===== src/rtl/extint_pkg.sv =====
package extint_pkg;
  typedef enum logic {
    SEL_PENDING = 1'b0,
    SEL_ENABLE  = 1'b1
  } reg_sel_e;
endpackage


===== src/rtl/extint_sync_edge.sv =====
module extint_sync_edge #(
  parameter int W      = 32,
  parameter int STAGES = 2
) (
  input  logic         clk,
  input  logic         rst,
  input  logic [W-1:0] raw,
  output logic [W-1:0] rise
);
  logic [W-1:0] chain [STAGES];
  logic [W-1:0] seen_lvl;

  always_ff @(posedge clk) begin
    if (rst) begin
      for (int k = 0; k < STAGES; k++) chain[k] <= '0;
      seen_lvl <= '0;
    end else begin
      chain[0] <= raw;
      for (int k = 1; k < STAGES; k++) chain[k] <= chain[k-1];
      seen_lvl <= chain[STAGES-1];
    end
  end

  assign rise = chain[STAGES-1] & ~seen_lvl;

  AST_RISE_SINGLE: assert property (@(posedge clk) disable iff (rst)
    1'b1 |-> ((rise & $past(rise)) == '0));
endmodule


===== src/rtl/extint_regs.sv =====
module extint_regs
  import extint_pkg::*;
#(
  parameter int W = 32
) (
  input  logic         clk,
  input  logic         rst,
  input  logic         ctrl_en,
  input  logic [W-1:0] rise,
  input  logic         reg_wr,
  input  logic         reg_sel,
  input  logic [W-1:0] reg_wdata,
  output logic [W-1:0] pending,
  output logic [W-1:0] enable,
  output logic [W-1:0] reg_rdata
);
  reg_sel_e     sel;
  logic         wr_pend;
  logic         wr_enab;
  logic [W-1:0] pend_base;
  logic [W-1:0] arrivals;

  assign sel       = reg_sel_e'(reg_sel);
  assign wr_pend   = reg_wr && (sel == SEL_PENDING);
  assign wr_enab   = reg_wr && (sel == SEL_ENABLE);
  assign pend_base = wr_pend ? (pending & reg_wdata) : pending;
  assign arrivals  = ctrl_en ? rise : '0;

  always_ff @(posedge clk) begin
    if (rst) begin
      pending   <= '0;
      enable    <= '0;
      reg_rdata <= '0;
    end else begin
      pending   <= pend_base | arrivals;
      if (wr_enab) enable <= reg_wdata;
      reg_rdata <= (sel == SEL_ENABLE) ? enable : pending;
    end
  end

  AST_ARRIVAL_SETS: assert property (@(posedge clk) disable iff (rst)
    (ctrl_en && (rise != '0)) |=> ((pending & $past(rise)) == $past(rise)));
  AST_ZERO_CLEARS: assert property (@(posedge clk) disable iff (rst)
    (wr_pend && (rise == '0)) |=> ((pending & ~$past(reg_wdata)) == '0));
  AST_OFF_HOLDS: assert property (@(posedge clk) disable iff (rst)
    (!ctrl_en && !wr_pend) |=> (pending == $past(pending)));
endmodule


===== src/rtl/extint_req.sv =====
module extint_req #(
  parameter int W     = 32,
  parameter int FIXED = 2
) (
  input  logic         clk,
  input  logic         rst,
  input  logic         ctrl_en,
  input  logic         gie,
  input  logic [W-1:0] pending,
  input  logic [W-1:0] enable,
  input  logic [W-1:0] rise,
  output logic         irq_req,
  output logic         wake_pulse
);
  logic [W-1:0] fixed_mask;
  logic         qualified;
  logic         any_rise;

  for (genvar i = 0; i < W; i++) begin : g_fixed
    assign fixed_mask[i] = (i < FIXED);
  end

  assign qualified = (pending & (enable | fixed_mask)) != '0;
  assign any_rise  = rise != '0;

  always_ff @(posedge clk) begin
    if (rst) begin
      irq_req    <= 1'b0;
      wake_pulse <= 1'b0;
    end else begin
      irq_req    <= gie && (ctrl_en ? qualified : any_rise);
      wake_pulse <= any_rise;
    end
  end

  AST_REQ_NEEDS_GIE: assert property (@(posedge clk) disable iff (rst)
    irq_req |-> $past(gie));
  AST_FIXED_LINES: assert property (@(posedge clk) disable iff (rst)
    (ctrl_en && gie && ((pending & fixed_mask) != '0)) |=> irq_req);
endmodule


===== src/rtl/extint_ctrl.sv =====
module extint_ctrl #(
  parameter int NLINES      = 32,
  parameter int SYNC_STAGES = 2,
  parameter int FIXED_LINES = 2
) (
  input  logic              clk,
  input  logic              rst,
  input  logic              ctrl_en,
  input  logic              gie,
  input  logic [NLINES-1:0] irq_in,
  input  logic              reg_wr,
  input  logic              reg_sel,
  input  logic [NLINES-1:0] reg_wdata,
  output logic [NLINES-1:0] reg_rdata,
  output logic              irq_req,
  output logic              wake_pulse
);
  logic [NLINES-1:0] rise;
  logic [NLINES-1:0] pending;
  logic [NLINES-1:0] enable;

  extint_sync_edge #(.W(NLINES), .STAGES(SYNC_STAGES)) u_edge (
    .clk(clk), .rst(rst), .raw(irq_in), .rise(rise)
  );

  extint_regs #(.W(NLINES)) u_regs (
    .clk(clk), .rst(rst), .ctrl_en(ctrl_en), .rise(rise),
    .reg_wr(reg_wr), .reg_sel(reg_sel), .reg_wdata(reg_wdata),
    .pending(pending), .enable(enable), .reg_rdata(reg_rdata)
  );

  extint_req #(.W(NLINES), .FIXED(FIXED_LINES)) u_req (
    .clk(clk), .rst(rst), .ctrl_en(ctrl_en), .gie(gie),
    .pending(pending), .enable(enable), .rise(rise),
    .irq_req(irq_req), .wake_pulse(wake_pulse)
  );

  AST_WAKE_ONE_CYCLE: assert property (@(posedge clk) disable iff (rst)
    wake_pulse |=> !wake_pulse);
  AST_OFF_REQ_PULSE: assert property (@(posedge clk) disable iff (rst)
    (!ctrl_en && $past(!ctrl_en) && irq_req) |=> !irq_req);
endmodule


===== config.mk =====
export PLATFORM = sky130hd
export DESIGN_NAME = extint_ctrl
export DESIGN_NICKNAME = d
export VERILOG_FILES = /design/src/rtl/extint_pkg.sv /design/src/rtl/extint_sync_edge.sv /design/src/rtl/extint_regs.sv /design/src/rtl/extint_req.sv /design/src/rtl/extint_ctrl.sv
export SDC_FILE = /design/constraint.sdc
export NUM_CORES = 1
export LEC_CHECK = 0
export CORE_UTILIZATION = 47
export DETAILED_ROUTE_END_ITERATION = 10
export PLACE_DENSITY = 0.74
export REMOVE_ABC_BUFFERS = 1
export SLEW_MARGIN = 10
export SYNTH_ARGS = -nofsm -noshare
export SYNTH_HDL_FRONTEND = slang
export SYNTH_HIERARCHICAL = 1
export SYNTH_SLANG_ARGS = --single-unit

===== constraint.sdc =====
create_clock -name clk -period 1.4 [get_ports clk]
set_clock_uncertainty 0.2 [all_clocks]
set_input_delay 0.28 -clock clk [delete_from_list [all_inputs] [get_ports clk]]
set_output_delay 0.28 -clock clk [all_outputs]
set_load 0.02 [all_outputs]

== Yosys cells after proc, flatten, opt, wreduce, memory -nomap -nowiden ==
Memory sizes are Yosys's and may differ from the RTL's.
Index checks and enable logic that the tools add are counted.

* Register bits after elaboration: 130
* Bits in latches: 0
* Memory bits (writable): 64
* ROM bits: 0
* Output and inout port bits: 34
* Logic and storage cells: 29
* Memories kept: 1

{| class="wikitable"
|+ Memories
! name !! depth !! width !! read ports !! clocked after memory_dff !! write ports !! RTL line !! RTL
|-
| u_edge.chain || 2 || 32 || 2 || 0 || 2 || extint_sync_edge.sv:10 || <nowiki>logic [W-1:0] chain [STAGES];</nowiki>
|}

* $add $sub $neg: 0
* Multiply operators: 0
* Div/mod/pow operators: 0
* Order comparisons: 0
* Eq/ne operators: 0
* Shift operators: 0
* Mux-type cells: 9
* Bitwise gates (word level): 8
* Reduce and logical (&&, ||, !) cells: 5

{| class="wikitable"
|+ Operator list
! cell !! number
|-
| $mux 32 || 5
|-
| $and 32x32->32 || 3
|-
| $reduce_bool 32->1 || 2
|-
| $not 32->32 || 1
|-
| $or 32x32->32 || 1
|-
| $mux 1 || 4
|-
| $logic_and 1x1->1 || 3
|-
| $or 1x1->1 || 2
|-
| $not 1->1 || 1
|}

== Logic depth before layout (Yosys ltp) ==
* Word-level depth: 5
* Gate-level depth with buffers: 6
* Depth with buffers taken out: 5

== By module ==
Netlist, hierarchy kept.

{| class="wikitable"
|+ By module, submodules not included
! module !! instances !! cells an instance !! area each (µm²)
|-
| extint_regs || 1 || 383 || 3,387.0
|-
| extint_sync_edge || 1 || 234 || 2,800.2
|-
| extint_req || 1 || 37 || 275.3
|}

== Least setup slack after synthesis ==
No wires, ideal clock.

* Path kind: register to register
* From: mem u_edge.chain[1][26], in the netlist u_edge/chain[0][58]
* To: reg u_req.irq_req
* Library setup time: 0.125 ns
* Arrival time: 1.028 ns
* Data required time: 1.075 ns
* Slack: 0.047 ns
* Cell stages (with the launch flop): 6
* Path buffers: 0
* Period minus slack after synthesis: 1.353 ns
* Cells stage by stage: dfxtp_1 > nor2b_1 > nor4_1 > nand4_1 > nor3_1 > nor4b_1

{| class="wikitable"
|+ RTL lines
! what !! RTL line !! RTL
|-
| from (decl) || extint_sync_edge.sv:10 ||
|-
| to (signal assigned) || extint_req.sv:31 || <nowiki>irq_req <= gie && (ctrl_en ? qualified : any_rise);</nowiki>
|-
| to (decl) || extint_req.sv:12 || <nowiki>output logic irq_req,</nowiki>
|}

==> key figures <==
Route
  • DRT Wirelength: 14,840 um
  • Via Count: 5,013
  • Final ANT Viol Nets: 0
  • Initial DRT Pass Iterations: 6
  • DRC viols: 0
  • Via density: 5.079
  • Number of DRC markers in iteration 0: 430
  • Drt wl/cell: 15.04 um

Floorplan
  • Initial Utilization: 0.4842
  • Die height: 119.3 um
  • Die footprint: 14,220 sq um
  • IO Pins: 104
  • Core ar.: 13,350 sq um
  • Die W: 119.3 um
  • Std cell rows: 42

Power and ir drop
  • PD cells: 1317 nW/um^2
  • Reg power frac: 0.518
  • Leakage: 3.482 nW
  • Switching portion of total power: 0.2244
  • Clock power share: 0.397
  • Worst IR Drop VDD: 0.0008077 V
  • Pint: 8.722 mW
  • Total power: 11.25 mW
  • Psw: 2.524 mW
  • Gate power share: 0.085

Layout
  • Filler Cells Inserted: 1,058
  • # diodes: 0
  • Nets@finish: 869
  • Non-filler cells, final: 987
  • Area Growth Syn to Fin: 32.12%
  • Multi-input gate area: 2385 sq um
  • Final instance area: 8538 sq um
  • Utilization after layout: 0.6397
  • Register Area: 3891 sq um
  • Layout cells sized above 1: 0.1652

Synth
  • Syn. warnings: 6
  • Post-Synth Adder-Cell Area: 0
  • Post-synthesis simple-gate area fraction: 0.2209
  • Syn Inst Count: 654
  • Register area share after synthesis: 0.6010
  • Complex-gate fraction of the synthesized area: 0.09177
  • Synth cell types: 20
  • Avg Cell Area, Syn: 9.881 sq um
  • Post-synthesis xor/xnor area fraction: 0
  • Post-Syn Area: 6462 sq um
  • Proportion of synthesized area in mux cells: 0.04956
  • #FFs+latches synth: 194
  • Largest family of logic cells by synthesized area: simple AND/OR/NAND/NOR gates

Setup path
  • CP arrival: 1790 ps
  • Crit end category: flop
  • Worst Setup Start Kind: flop
  • Crit path from: u_edge/chain[0][32]
  • Reg2reg start: u_edge/chain[0][32]
  • WS Path Type: reg -> reg
  • Worst path required time: 1510 ps
  • Crit-path max FO: 2

STA
  • Final setup violation count: 2
  • Pins Over Slew Limit: 0
  • Final hold violations: 0
  • Final setup TNS: -534.0 ps
  • Setup WS post-layout: -279.4 ps
  • Worst hold slack: 101.7 ps
  • Min Tclk post-route: 1679 ps
  • Rel. slew slack: 0.7006
  • Fin crit share: 1.200
  • Worst-Margin Slew: 447.6 ps
  • Unrepaired setup endpoints after global routing: yes
  • Fmax: 595.5 MHz

Clocking
  • Clock Sinks: 194
  • Reg clk slew, reported paths: 60 ps
  • TritonCTS clock tree: done
  • CTS Root Buffer Type: clkbuf_16
  • Max Root-Sink Buffers: 2
  • CTS buffer count: 17
  • Clk_lat worst skew: 430 ps
  • H-Tree Depth: 4

Place
  • Setup Slack @ Placement: -552.5 ps
  • GPL Wtd Cong: 0.7759
  • # port buffers: 103
  • Number of instances in the placed design: 951
  • Post-DP HPWL: 9580 um
  • Area after DPL: 7980 sq um

GRT
  • Global-route wire length before repair: 23,200 um
  • Antenna violations before repair: 0
  • Vias in the first global route: 4,891
  • Total GRT Usage: 0.2149
  • Largest net degree at the start of global routing: 39
  • Overflow after GRT: 0

Outcome
  • Run status: finished with violations
  • Failing checks: setup timing

Hold path
  • Worst min-delay path class: in -> reg
  • Hold path start: rst

Run
  • Total of max-cap violations: 0
cell type report:
class	instances	area share
clock buffers	23	0.05832
repair buffers	163	0.1745
well taps	176	0.02579
multi-input cells	423	0.2793
clock inverters	8	0.006301
flip-flops and latches	194	0.4557
final timing paths:
kind                                            end  slack (ps)  cells after the start
worst max-delay path                  u_req/irq_req        -280                      6
worst min-delay path            u_edge/seen_lvl[12]         100                      3
worst max register to register        u_req/irq_req        -280                      6
worst min register to register  u_edge/chain[0][36]         240                      1
placed cells by master, fill, tap and decap left out, types with 2 or more instances in the layout:
master	n
nor4_1	8
nor2_1	34
a21oi_1	64
nand4_1	6
nor2b_1	126
buf_2	11
nand2_1	97
buf_4	67
clkinv_2	3
clkbuf_8	5
a22oi_1	15
dlygate4sd3_1	4
dfxtp_1	188
buf_12	7
clkbuf_16	17
nor2b_4	2
clkinvlp_4	4
buf_6	7
dfxtp_2	6
o21ai_1	7
o21ai_0	25
clkdlybuf4s50_1	66
mux2i_1	32
synthesized netlist by cell type:
master / number / area [sq um]
nor3b_1: 1 / 7.510
clkbuf_1: 9 / 33.78
mux2i_1: 32 / 320.3
nor4_1: 9 / 56.30
dfxtp_1: 194 / 3884
nor4b_1: 1 / 8.760
buf_6: 7 / 78.83
o21ai_0: 27 / 135.1
a22oi_1: 15 / 112.6
nor2_1: 34 / 127.6
nand2_1: 97 / 364.1
nand2b_4: 1 / 13.76
buf_2: 16 / 80.08
nand4_1: 6 / 37.54
nor3_1: 1 / 5.000
o21ai_1: 5 / 25.02
buf_4: 6 / 45.04
a21oi_1: 64 / 320.3
and2_1: 1 / 6.260
nor2b_1: 128 / 800.8
layer usage:
| metal | wire length (um) | track usage |
|---|---|---|
| met5 | 0 | 0 |
| met4 | 321 | 0.1028 |
| met3 | 950 | 0.05651 |
| met2 | 7395 | 0.3677 |
| met1 | 6177 | 0.2488 |
worst max-delay path: stages, from the launching register on:
cell     delay (ps)
dfxtp_2         320
nor2b_4         130
nor4_4          340
buf_4           170
nand4_1         170
nor3_2          150
nor4b_1          70
power groups by stage:
stage               clock network (mW)  registers [mW]  logic [mW]
floorplan                            0            5.95       0.292
global placement                     0            5.93       0.907
detailed placement                   0            5.94       0.926
CTS                               4.52            5.82       0.935
global route                      4.78            5.84        1.03
finish                            4.47            5.82       0.955
cells by family after synthesis:
family / after synthesis
mux: 32
simple gates: 279
buf+inv: 38
flops: 194
compound gates: 111
registers in the layout, indices dropped and copies added, names as in the netlist:
signal / flops
u_edge/seen_lvl: 32
u_regs/reg_rdata: 32
u_edge/chain: 64
u_req/wake_pulse: 1
u_req/irq_req: 1
u_regs/pending: 32
u_regs/enable: 32
what timing repair did:
item / CTS / global route
gates resized for setup: 154 / 28
endpoints found under the setup margin: 36 / 34
setup buffers: 0 / 0
endpoints found under the hold margin: 6 / 0
gates cloned: 0 / 1
pin swaps: 3 / 2
hold buffers: 4 / 0
No activity file was read; power rests on OpenSTA's default activity.
